`src/rtl/hs_pkg.sv`:
```
package hs_pkg;
  typedef enum logic [1:0] {
    M_IDLE = 2'd0,
    M_ADDR = 2'd1,
    M_REQ  = 2'd2,
    M_REL  = 2'd3
  } mst_state_e;

  typedef enum logic [1:0] {
    S_IDLE = 2'd0,
    S_ADDR = 2'd1,
    S_ACK  = 2'd2
  } slv_state_e;
endpackage

```
`src/rtl/hs_sync.sv`:
```
module hs_sync #(
  parameter int WIDTH  = 1,
  parameter int STAGES = 2
) (
  input  logic             clk,
  input  logic             rst_n,
  input  logic [WIDTH-1:0] d_i,
  output logic [WIDTH-1:0] q_o
);
  logic [STAGES-1:0][WIDTH-1:0] pipe_q;

  always_ff @(posedge clk or negedge rst_n) begin
    if (!rst_n) pipe_q <= '0;
    else begin
      pipe_q[0] <= d_i;
      for (int i = 1; i < STAGES; i++) pipe_q[i] <= pipe_q[i-1];
    end
  end

  assign q_o = pipe_q[STAGES-1];
endmodule

```
`src/rtl/hs_master.sv`:
```
module hs_master
  import hs_pkg::*;
#(
  parameter int W           = 16,
  parameter int DECODE_WAIT = 2,
  parameter int SYNC_STAGES = 2,
  parameter int TW          = 8
) (
  input  logic          clk,
  input  logic          rst_n,
  input  logic          cmd_valid_i,
  output logic          cmd_ready_o,
  input  logic          cmd_write_i,
  input  logic [W-1:0]  cmd_addr_i,
  input  logic [W-1:0]  cmd_wdata_i,
  input  logic [TW-1:0] tmo_i,
  output logic          rsp_valid_o,
  output logic [W-1:0]  rsp_rdata_o,
  output logic          rsp_err_o,
  input  logic [W-1:0]  bus_i,
  output logic [W-1:0]  drv_o,
  output logic          en_o,
  output logic          ale_o,
  output logic          dir_o,
  output logic          req_o,
  input  logic          ack_i
);
  localparam int HOLD = SYNC_STAGES + DECODE_WAIT;
  localparam int CW   = $clog2(HOLD + 1);

  mst_state_e    state_q, state_d;
  logic [CW-1:0] cnt_q, cnt_d;
  logic [TW-1:0] tmr_q, tmr_d;
  logic [W-1:0]  addr_q, addr_d, wdata_q, wdata_d, rdata_q, rdata_d;
  logic          wr_q, wr_d, err_q, err_d, vld_q, vld_d;
  logic          ack_s, tmo_hit;

  hs_sync #(.WIDTH(1), .STAGES(SYNC_STAGES)) u_ack_sync (
    .clk(clk), .rst_n(rst_n), .d_i(ack_i), .q_o(ack_s)
  );

  assign tmo_hit = (tmo_i != '0) && (tmr_q == tmo_i - 1'b1);

  always_comb begin
    state_d = state_q;
    cnt_d   = cnt_q;
    tmr_d   = tmr_q;
    addr_d  = addr_q;
    wdata_d = wdata_q;
    wr_d    = wr_q;
    rdata_d = rdata_q;
    err_d   = err_q;
    vld_d   = 1'b0;
    unique case (state_q)
      M_IDLE: if (cmd_valid_i) begin
        addr_d  = cmd_addr_i;
        wdata_d = cmd_wdata_i;
        wr_d    = cmd_write_i;
        cnt_d   = '0;
        state_d = M_ADDR;
      end
      M_ADDR: begin
        cnt_d = cnt_q + 1'b1;
        if (cnt_q == CW'(HOLD - 1)) begin
          tmr_d   = '0;
          state_d = M_REQ;
        end
      end
      M_REQ: begin
        tmr_d = tmr_q + 1'b1;
        if (ack_s) begin
          err_d   = 1'b0;
          rdata_d = wr_q ? '0 : bus_i;
          state_d = M_REL;
        end else if (tmo_hit) begin
          err_d   = 1'b1;
          rdata_d = '0;
          state_d = M_REL;
        end
      end
      M_REL: if (!ack_s) begin
        vld_d   = 1'b1;
        state_d = M_IDLE;
      end
      default: state_d = M_IDLE;
    endcase
  end

  always_ff @(posedge clk or negedge rst_n) begin
    if (!rst_n) begin
      state_q <= M_IDLE;
      cnt_q   <= '0;
      tmr_q   <= '0;
      addr_q  <= '0;
      wdata_q <= '0;
      wr_q    <= 1'b0;
      rdata_q <= '0;
      err_q   <= 1'b0;
      vld_q   <= 1'b0;
    end else begin
      state_q <= state_d;
      cnt_q   <= cnt_d;
      tmr_q   <= tmr_d;
      addr_q  <= addr_d;
      wdata_q <= wdata_d;
      wr_q    <= wr_d;
      rdata_q <= rdata_d;
      err_q   <= err_d;
      vld_q   <= vld_d;
    end
  end

  assign cmd_ready_o = (state_q == M_IDLE);
  assign ale_o       = (state_q == M_ADDR);
  assign req_o       = (state_q == M_REQ);
  assign en_o        = (state_q == M_ADDR) || ((state_q == M_REQ) && wr_q);
  assign drv_o       = (state_q == M_ADDR) ? addr_q : wdata_q;
  assign dir_o       = wr_q && (state_q != M_IDLE);
  assign rsp_valid_o = vld_q;
  assign rsp_rdata_o = rdata_q;
  assign rsp_err_o   = err_q;

  // request only rises straight out of the address phase
  a_r2_req_after_strobe: assert property (@(posedge clk) disable iff (!rst_n)
    $rose(req_o) |-> $past(ale_o));
  // request dropped only once acknowledge was seen or time ran out
  a_r5_req_drop_cause: assert property (@(posedge clk) disable iff (!rst_n)
    $fell(req_o) |-> (ack_s || err_q));
  // idle master never faces a high acknowledge
  a_r8_idle_ack_low: assert property (@(posedge clk) disable iff (!rst_n)
    cmd_ready_o |-> !ack_i);
  // error responses carry no data
  a_r9_err_zero_data: assert property (@(posedge clk) disable iff (!rst_n)
    (rsp_valid_o && rsp_err_o) |-> (rsp_rdata_o == '0));
  // response is a single-cycle pulse
  a_r11_rsp_pulse: assert property (@(posedge clk) disable iff (!rst_n)
    rsp_valid_o |=> !rsp_valid_o);
endmodule

```
`src/rtl/hs_slave.sv`:
```
module hs_slave
  import hs_pkg::*;
#(
  parameter int          W           = 16,
  parameter int          DEPTH       = 8,
  parameter int unsigned BASE        = 'h40,
  parameter int          SYNC_STAGES = 2
) (
  input  logic         clk,
  input  logic         rst_n,
  input  logic [W-1:0] bus_i,
  input  logic         ale_i,
  input  logic         dir_i,
  input  logic         req_i,
  output logic         ack_o,
  output logic         en_o,
  output logic [W-1:0] drv_o
);
  localparam int IW = (DEPTH > 1) ? $clog2(DEPTH) : 1;
  localparam logic [W-1:0] BASE_W  = W'(BASE);
  localparam logic [W-1:0] DEPTH_W = W'(DEPTH);

  slv_state_e   state_q, state_d;
  logic [W-1:0] addr_q, addr_d, off;
  logic         wr_q, wr_d, ale_s, req_s, ale_prev_q, ale_rise, hit, we;
  logic [IW-1:0] idx;
  logic [DEPTH-1:0][W-1:0] words;

  hs_sync #(.WIDTH(2), .STAGES(SYNC_STAGES)) u_ctl_sync (
    .clk(clk), .rst_n(rst_n), .d_i({ale_i, req_i}), .q_o({ale_s, req_s})
  );

  assign ale_rise = ale_s && !ale_prev_q;
  assign off      = addr_q - BASE_W;
  assign hit      = (addr_q >= BASE_W) && (off < DEPTH_W);
  assign idx      = off[IW-1:0];

  always_comb begin
    state_d = state_q;
    addr_d  = addr_q;
    wr_d    = wr_q;
    we      = 1'b0;
    unique case (state_q)
      S_IDLE, S_ADDR: begin
        if (ale_rise) begin
          addr_d  = bus_i;
          wr_d    = dir_i;
          state_d = S_ADDR;
        end else if ((state_q == S_ADDR) && req_s && hit) begin
          we      = wr_q;
          state_d = S_ACK;
        end
      end
      S_ACK: if (!req_s) state_d = S_IDLE;
      default: state_d = S_IDLE;
    endcase
  end

  always_ff @(posedge clk or negedge rst_n) begin
    if (!rst_n) begin
      state_q    <= S_IDLE;
      addr_q     <= '0;
      wr_q       <= 1'b0;
      ale_prev_q <= 1'b0;
    end else begin
      state_q    <= state_d;
      addr_q     <= addr_d;
      wr_q       <= wr_d;
      ale_prev_q <= ale_s;
    end
  end

  for (genvar i = 0; i < DEPTH; i++) begin : g_word
    logic [W-1:0] word_q;
    always_ff @(posedge clk or negedge rst_n) begin
      if (!rst_n) word_q <= '0;
      else if (we && (idx == IW'(i))) word_q <= bus_i;
    end
    assign words[i] = word_q;
  end

  assign ack_o = (state_q == S_ACK);
  assign en_o  = (state_q == S_ACK) && !wr_q;
  assign drv_o = words[idx];

  // slave drives only while acknowledging
  a_r6_drive_needs_ack: assert property (@(posedge clk) disable iff (!rst_n)
    en_o |-> ack_o);
  // acknowledge falls only with request already low
  a_r5_ack_fall_req_low: assert property (@(posedge clk) disable iff (!rst_n)
    $fell(ack_o) |-> !req_i);
  // acknowledge only for a decoded address
  a_r10_ack_in_window: assert property (@(posedge clk) disable iff (!rst_n)
    $rose(ack_o) |-> $past(hit));
endmodule

```
`src/rtl/hs_bus_pair.sv`:
```
module hs_bus_pair #(
  parameter int          W           = 16,
  parameter int          DEPTH       = 8,
  parameter int unsigned BASE        = 'h40,
  parameter int          DECODE_WAIT = 2,
  parameter int          SYNC_STAGES = 2,
  parameter int          TW          = 8
) (
  input  logic          clk,
  input  logic          rst_n,
  input  logic          cmd_valid,
  output logic          cmd_ready,
  input  logic          cmd_write,
  input  logic [W-1:0]  cmd_addr,
  input  logic [W-1:0]  cmd_wdata,
  input  logic [TW-1:0] tmo_cycles,
  output logic          rsp_valid,
  output logic [W-1:0]  rsp_rdata,
  output logic          rsp_err,
  output logic [W-1:0]  bus_ad,
  output logic          bus_ale,
  output logic          bus_dir,
  output logic          bus_req,
  output logic          bus_ack,
  output logic          bus_m_en,
  output logic          bus_s_en
);
  logic [W-1:0] m_drv, s_drv;

  hs_master #(.W(W), .DECODE_WAIT(DECODE_WAIT), .SYNC_STAGES(SYNC_STAGES), .TW(TW)) u_mst (
    .clk(clk), .rst_n(rst_n),
    .cmd_valid_i(cmd_valid), .cmd_ready_o(cmd_ready), .cmd_write_i(cmd_write),
    .cmd_addr_i(cmd_addr), .cmd_wdata_i(cmd_wdata), .tmo_i(tmo_cycles),
    .rsp_valid_o(rsp_valid), .rsp_rdata_o(rsp_rdata), .rsp_err_o(rsp_err),
    .bus_i(bus_ad), .drv_o(m_drv), .en_o(bus_m_en), .ale_o(bus_ale),
    .dir_o(bus_dir), .req_o(bus_req), .ack_i(bus_ack)
  );

  hs_slave #(.W(W), .DEPTH(DEPTH), .BASE(BASE), .SYNC_STAGES(SYNC_STAGES)) u_slv (
    .clk(clk), .rst_n(rst_n),
    .bus_i(bus_ad), .ale_i(bus_ale), .dir_i(bus_dir), .req_i(bus_req),
    .ack_o(bus_ack), .en_o(bus_s_en), .drv_o(s_drv)
  );

  assign bus_ad = bus_m_en ? m_drv : (bus_s_en ? s_drv : '0);

  // never two drivers on the shared lines
  a_r7_single_driver: assert property (@(posedge clk) disable iff (!rst_n)
    $onehot0({bus_m_en, bus_s_en}));
endmodule

```
`config.mk`:
```
export PLATFORM = sky130hd
export DESIGN_NAME = hs_bus_pair
export DESIGN_NICKNAME = d
export VERILOG_FILES = /design/src/rtl/hs_pkg.sv /design/src/rtl/hs_sync.sv /design/src/rtl/hs_master.sv /design/src/rtl/hs_slave.sv /design/src/rtl/hs_bus_pair.sv
export SDC_FILE = /design/constraint.sdc
export NUM_CORES = 1
export LEC_CHECK = 0
export ABC_AREA = 1
export BUFFER_PORTS_ARGS = -buffer_cell sky130_fd_sc_hd__buf_2
export CAP_MARGIN = 0
export CORE_MARGIN = 5
export CORE_UTILIZATION = 38
export DETAILED_ROUTE_END_ITERATION = 10
export PLACE_DENSITY = 0.57
export SYNTH_ARGS = -nofsm -noshare
export SYNTH_HDL_FRONTEND = slang
export SYNTH_SLANG_ARGS = --single-unit
```
`constraint.sdc`:
```
create_clock -name clk -period 3.2 [get_ports clk]
set_input_delay 0.48 -clock clk [delete_from_list [all_inputs] [get_ports clk]]
set_output_delay 0.48 -clock clk [all_outputs]
set_load 0.005 [all_outputs]
```
Yosys cells after proc, flatten, opt, wreduce, memory -nomap -nowiden
Index checks and enable logic that the tools add are counted.

operators by class
  add/sub/neg operators = 4
  equal/unequal tests = 20
  magnitude comparators = 3
  reduce and logical (&&, ||, !) cells = 35
  muxes and demuxes = 29

operator list
  cell                                                                 count
  2-to-1 mux 16 bit                                                    7
  binary-select mux 16 bit (select 3 bit)                              1
  greater-or-equal comparator 16 x 7 -> 1 bit (second input constant)  1
  logical AND 1 bit                                                    16
  < comparator 16 x 4 -> 1 bit (second input constant)                 1
  2-to-1 mux 2 bit                                                     8
  one-hot mux 8 bit (2 select lines)                                   1
  subtractor 16 x 7 -> 16 bit (second input constant)                  1
  equality test 3 bit (second input constant)                          4
  AND reduction 2 bit                                                  6
  equality test 3 x 2 -> 1 bit (second input constant)                 3
  adder 8 x 1 -> 8 bit (second input constant)                         1
  equality test 8 bit                                                  1
  2-to-1 mux 8 bit                                                     1
  one-hot mux 2 bit (4 select lines)                                   1
  nonzero test 2 bit                                                   4
  nonzero test 8 bit                                                   1
  subtractor 8 x 1 -> 8 bit (second input constant)                    1
  2-to-1 mux 1 bit                                                     7
  equality test 2 bit (second input constant)                          3
  inequality test 2 bit (second input constant)                        3
  inequality test 3 x 1 -> 1 bit (second input constant)               2
  one-hot mux 3 bit (2 select lines)                                   1
  equality test 2 x 1 -> 1 bit (second input constant)                 2
  other kinds (12)                                                     14

word-level totals
  word-level logic and storage cells = 116
  flip-flop bits (word level) = 218
  output and inout port bits = 41

Logic depth before layout (Yosys ltp)
  depth after elaboration = 8
  mapped depth = 15
  gate-level depth less buffers = 14

Cells and area by module
Synthesis repeated with hierarchy kept, for this count alone.

unflattened totals
  cells, all modules = 1,285
  area, all modules = 11,135.7 um^2

by module, submodules not included
  module                       seq. area each (um^2)  cells an instance  area each (um^2)  instances
  hs_slave                     3,703.6                856                7,334.5           1
  hs_master                    1,601.5                367                3,276.9           1
  hs_bus_pair                  0.0                    54                 359.1             1
  hs_sync at u_slv.u_ctl_sync  100.1                  6                  115.1             1
  hs_sync at u_mst.u_ack_sync  50.0                   2                  50.0              1

Worst setup path before layout
OpenSTA, ideal clock, no wires.

  path type = register -> output
  start = reg u_mst.state_q[0]
  end = out bus_ad[10]
  required time = 2.720 ns
  cell stages (with the launch flop) = 9
  slack = 1.159 ns
  arrival time = 1.561 ns
  cells stage by stage = dfrtp_1 -> inv_1 -> ha_1 -> inv_1 -> o21ai_2 -> nor2_2 -> buf_2 -> o211ai_1 -> nand2_2

between the ends
  word-level cells in the longest chain between the ends = 4
  elaborated cells between the ends (all ways) = 6

RTL lines
  element                 RTL line           text
  from (decl)             hs_master.sv:31    mst_state_e state_q, state_d;
  from (signal assigned)  hs_master.sv:101   state_q <= state_d;
  equality test 2 bit     --
  via bus_req             hs_bus_pair.sv:23  output logic bus_req,
  logical AND 1 bit       hs_master.sv:116   assign en_o = (state_q == M_ADDR) || ((state_q == M_REQ) && wr_q);
  logical OR 1 bit        hs_master.sv:116
  2-to-1 mux 16 bit       hs_bus_pair.sv:45  assign bus_ad = bus_m_en ? m_drv : (bus_s_en ? s_drv : '0);
  to (decl)               hs_bus_pair.sv:20  output logic [W-1:0] bus_ad,

The timed path passes the listed nets, and every way through them passes these cells.

Worst setup path after layout
  start = reg u_slv.addr_q[0]
  end = out bus_ad[11]

between the ends
  word-level cells in the longest chain between the ends = 5

RTL lines
  element                                  RTL line           text
  from (decl)                              hs_slave.sv:24     logic [W-1:0] addr_q, addr_d, off;
  from (signal assigned)                   hs_slave.sv:67     addr_q <= addr_d;
  subtractor 16 x 7 -> 16 bit              hs_slave.sv:34     assign off = addr_q - BASE_W;
  binary-select mux 16 bit (select 3 bit)  hs_slave.sv:84     assign drv_o = words[idx];
  2-to-1 mux 16 bit (not written as such)  hs_slave.sv:84
  2-to-1 mux 16 bit (2 in series)          hs_bus_pair.sv:45

Every way passes these cells. The select of a mux whose other input is x is not followed.

==> impl_metrics.tcl <==
set metrics [dict create \
    avgSynthCellArea_um2 8.52 \
    worstMarginPinSlew_ps 782 \
    crit_required_ps 2720 \
    vdd_ir_drop_max_v 0.000634 \
    cts_num_sinks 218 \
    drt-total-wl_mm 26.9 \
    maxCapViolations 0 \
    diodes 0 \
    cts_root_buffer "clkbuf_16" \
    clock_skew_ps 16.9 \
    nets 1303 \
    yosysUniqueCellTypes 35 \
    grtUsageTotal 0.185 \
    synthCells 1169 \
    relSlewSlack 0.476 \
    cts_buffer_depth 3 \
    worstSetupEndpointType "output pin" \
    hold_violations 0 \
    dieWidth_um 172 \
    overflow 0 \
    viasPerCell 5.02 \
    fp.dieH_um 172 \
    die_area_um2 29600 \
    min_period_over_period 0.917 \
    drive_gt1_frac 0.181 \
    portBuffers 84 \
    antenna_left 0 \
    antenna_found_initial 0 \
    vias 8024 \
    initial_core_util 0.385 \
    synth_flop_cell "dfrtp_1" \
    globalplace.congestion 0.772 \
    area_growth_pct 16.1 \
    grt_max_degree 85 \
    p_per_area_nw_per_um2 753 \
    syn-num-nets 1222 \
    arrival_ps 2450 \
    hpwl_mm 17.9 \
    slew_violations 0 \
    cts_tree "built" \
    fin_crit_ps 2930 \
    fmax_mhz 341 \
    cp-start-kind "flip-flop" \
    grt_pass1_vias 7875 \
    place_area_um2 10800 \
    status "complete, no violations" \
    ioPinCount 85 \
    final_area_um2 11600 \
    drt_iter0_drc 541 \
    dr.pass1.iters 5 \
    grt_setup_unrepaired "false" \
    synth-edff-count 0 \
    hp-class "primary input to flip-flop" \
    syn_area_um2 9960 \
    grt_pass1_wl_mm 44.1 \
    yosys_warnings 0 \
    async_reset_ff_frac 1.00 \
    whs_ps 162 \
    synth_seq_cells 218 \
    routedWlPerCell_um 16.8 \
    core_area_um2 25900 \
    cts_htree_levels 1 \
    cts_buffers 23 \
    crit_type "flip-flop to output pin" \
    yosysSeqAreaShare 0.548 \
    p_leak_uw 0.00550 \
    num_rows 59 \
    post_cts_resized 0 \
    clk_pin_slew_ps 60 \
    setup_tns_ps 0 \
    drc_errors 0 \
    setup_violations 0 \
    filler_cell_count 2554 \
    clock_latency_ps 510 \
    cp_max_fo 10 \
]
-- stage by stage --
step | utilization | setup WS (ps) | power [uW] | cells
CTS | 0.447 | 236 | 8800 | 1598
finish | 0.447 | 266 | 8710 | 1598
global route | 0.447 | 128 | 9270 | 1598
detailed placement | 0.416 | 676 | 6020 | 1559
floorplan | - | 1160 | 5010 | 1169
global placement | 0.416 | 690 | 5990 | 1559
-- registers in the layout (all words and copies together) (netlist names), 2 cells and up --
signal                   flops
u_mst.cnt_q                  3
u_mst.rsp_rdata_o           16
u_slv.addr_q                16
u_slv.u_ctl_sync.q_o         2
u_slv.state_q                2
u_mst.addr_q                16
u_mst.wdata_q               16
u_slv.u_ctl_sync.pipe_q      2
u_slv.g_word.word_q        128
u_mst.state_q                2
u_mst.tmr_q                  8
-- worst max-delay path, stage by stage, from the launching register on --
cell and delay (ps):
dfrtp_1 440, nor2_2 600, buf_4 300, a22oi_1 110
nand3_1 130, nand3_1 100, nand2_2 120, buf_2 130
-- cell families (layout without fill, tap and decap cells) --
logic type / after synthesis / count (layout) / share of synthesized area
xor+xnor: 4 / 4 / 0.00352
buf+inv: 127 / 221 / 0.0546
simple gates: 601 / 601 / 0.258
flops: 218 / 218 / 0.548
compound gates: 210 / 210 / 0.125
fa+ha+maj: 9 / 9 / 0.0113
-- path summary, 6_finish.rpt --
path                                             from                    endpoint  slack [ps]  depth (start not counted)
max in group asynchronous                       rst_n  u_slv.g_word[2].word_q[14]        1850                          3
setup reg to reg                      u_slv.addr_q[0]  u_slv.g_word[4].word_q[13]        1050                          6
min in group asynchronous                       rst_n            u_slv.ale_prev_q         520                          2
hold reg to reg            u_mst.u_ack_sync.pipe_q[0]        u_mst.u_ack_sync.q_o         340                          0
hold / removal                            cmd_addr[5]             u_mst.addr_q[5]         160                          3
setup / recovery                      u_slv.addr_q[0]                  bus_ad[11]         270                          7
-- area by class of cell --
type | instances | area (um^2) | share of cell area
Multi-Input combinational cell | 824 | 3960 | 0.343
Sequential cell | 218 | 5460 | 0.471
Clock buffer | 34 | 677 | 0.0585
Inverter | 67 | 251 | 0.0217
Timing Repair Buffer | 116 | 711 | 0.0614
Clock inverter | 4 | 95.1 | 0.00822
Tap cell | 335 | 419 | 0.0362
-- report_power, final --
part / switching (uW) / total, uW / leakage [uW] / internal, uW
clock: 1060 / 2750 / 0.000379 / 1690
sequential: 270 / 3450 / 0.00290 / 3180
combinational: 1770 / 2510 / 0.00222 / 730
total: 3110 / 8710 / 0.00550 / 5600
-- synth_stat cells (16+ instances only) --
| cell | instances | area share |
|---|---|---|
| a22oi_1 | 26 | 0.020 |
| buf_2 | 26 | 0.013 |
| clkbuf_1 | 24 | 0.0090 |
| dfrtp_1 | 218 | 0.55 |
| inv_1 | 45 | 0.017 |
| inv_2 | 21 | 0.0079 |
| nand2_1 | 457 | 0.17 |
| nand2_2 | 17 | 0.011 |
| nand3_1 | 34 | 0.017 |
| nand4_1 | 37 | 0.023 |
| nor2_1 | 31 | 0.012 |
| o21ai_0 | 16 | 0.0080 |
| o21ai_1 | 117 | 0.059 |
| o21ai_2 | 26 | 0.023 |
-- cells in the final DEF, fill, tap and decap left out --
cell	n
ha_1	9
xor2_1	2
nand3_1	34
nand2_2	17
clkbuf_16	23
o21ai_2	26
nand3b_1	2
o21ai_1	117
nand2_1	457
o21bai_1	1
bufinv_16	3
o21ai_0	16
dlygate4sd3_1	1
buf_12	3
clkinv_1	1
buf_4	28
dfrtp_1	218
clkinv_2	1
o22ai_1	2
buf_2	83
xnor2_1	2
nor2_8	1
nor2_1	31
clkbuf_1	5
nor2_2	3
nand3_2	1
nand4_1	37
nor2_4	2
nor4_1	1
nand4_2	8
buf_8	1
clkbuf_8	6
nor3_2	1
o211ai_1	10
nor3_1	6
a21oi_1	12
a22oi_1	26
inv_1	45
inv_2	21
-- routing by layer --
layer	GRT usage	wire length, um
met3	0.0338	1490
met2	0.291	12100
met5	0	0
met1	0.275	12900
met4	0.0284	320
-- timing repair --
item,in CTS,in global routing
buffers inserted,0,0
hold buffers,1,0
hold endpoints to repair,61,0
No activity file was read; power rests on OpenSTA's default activity.
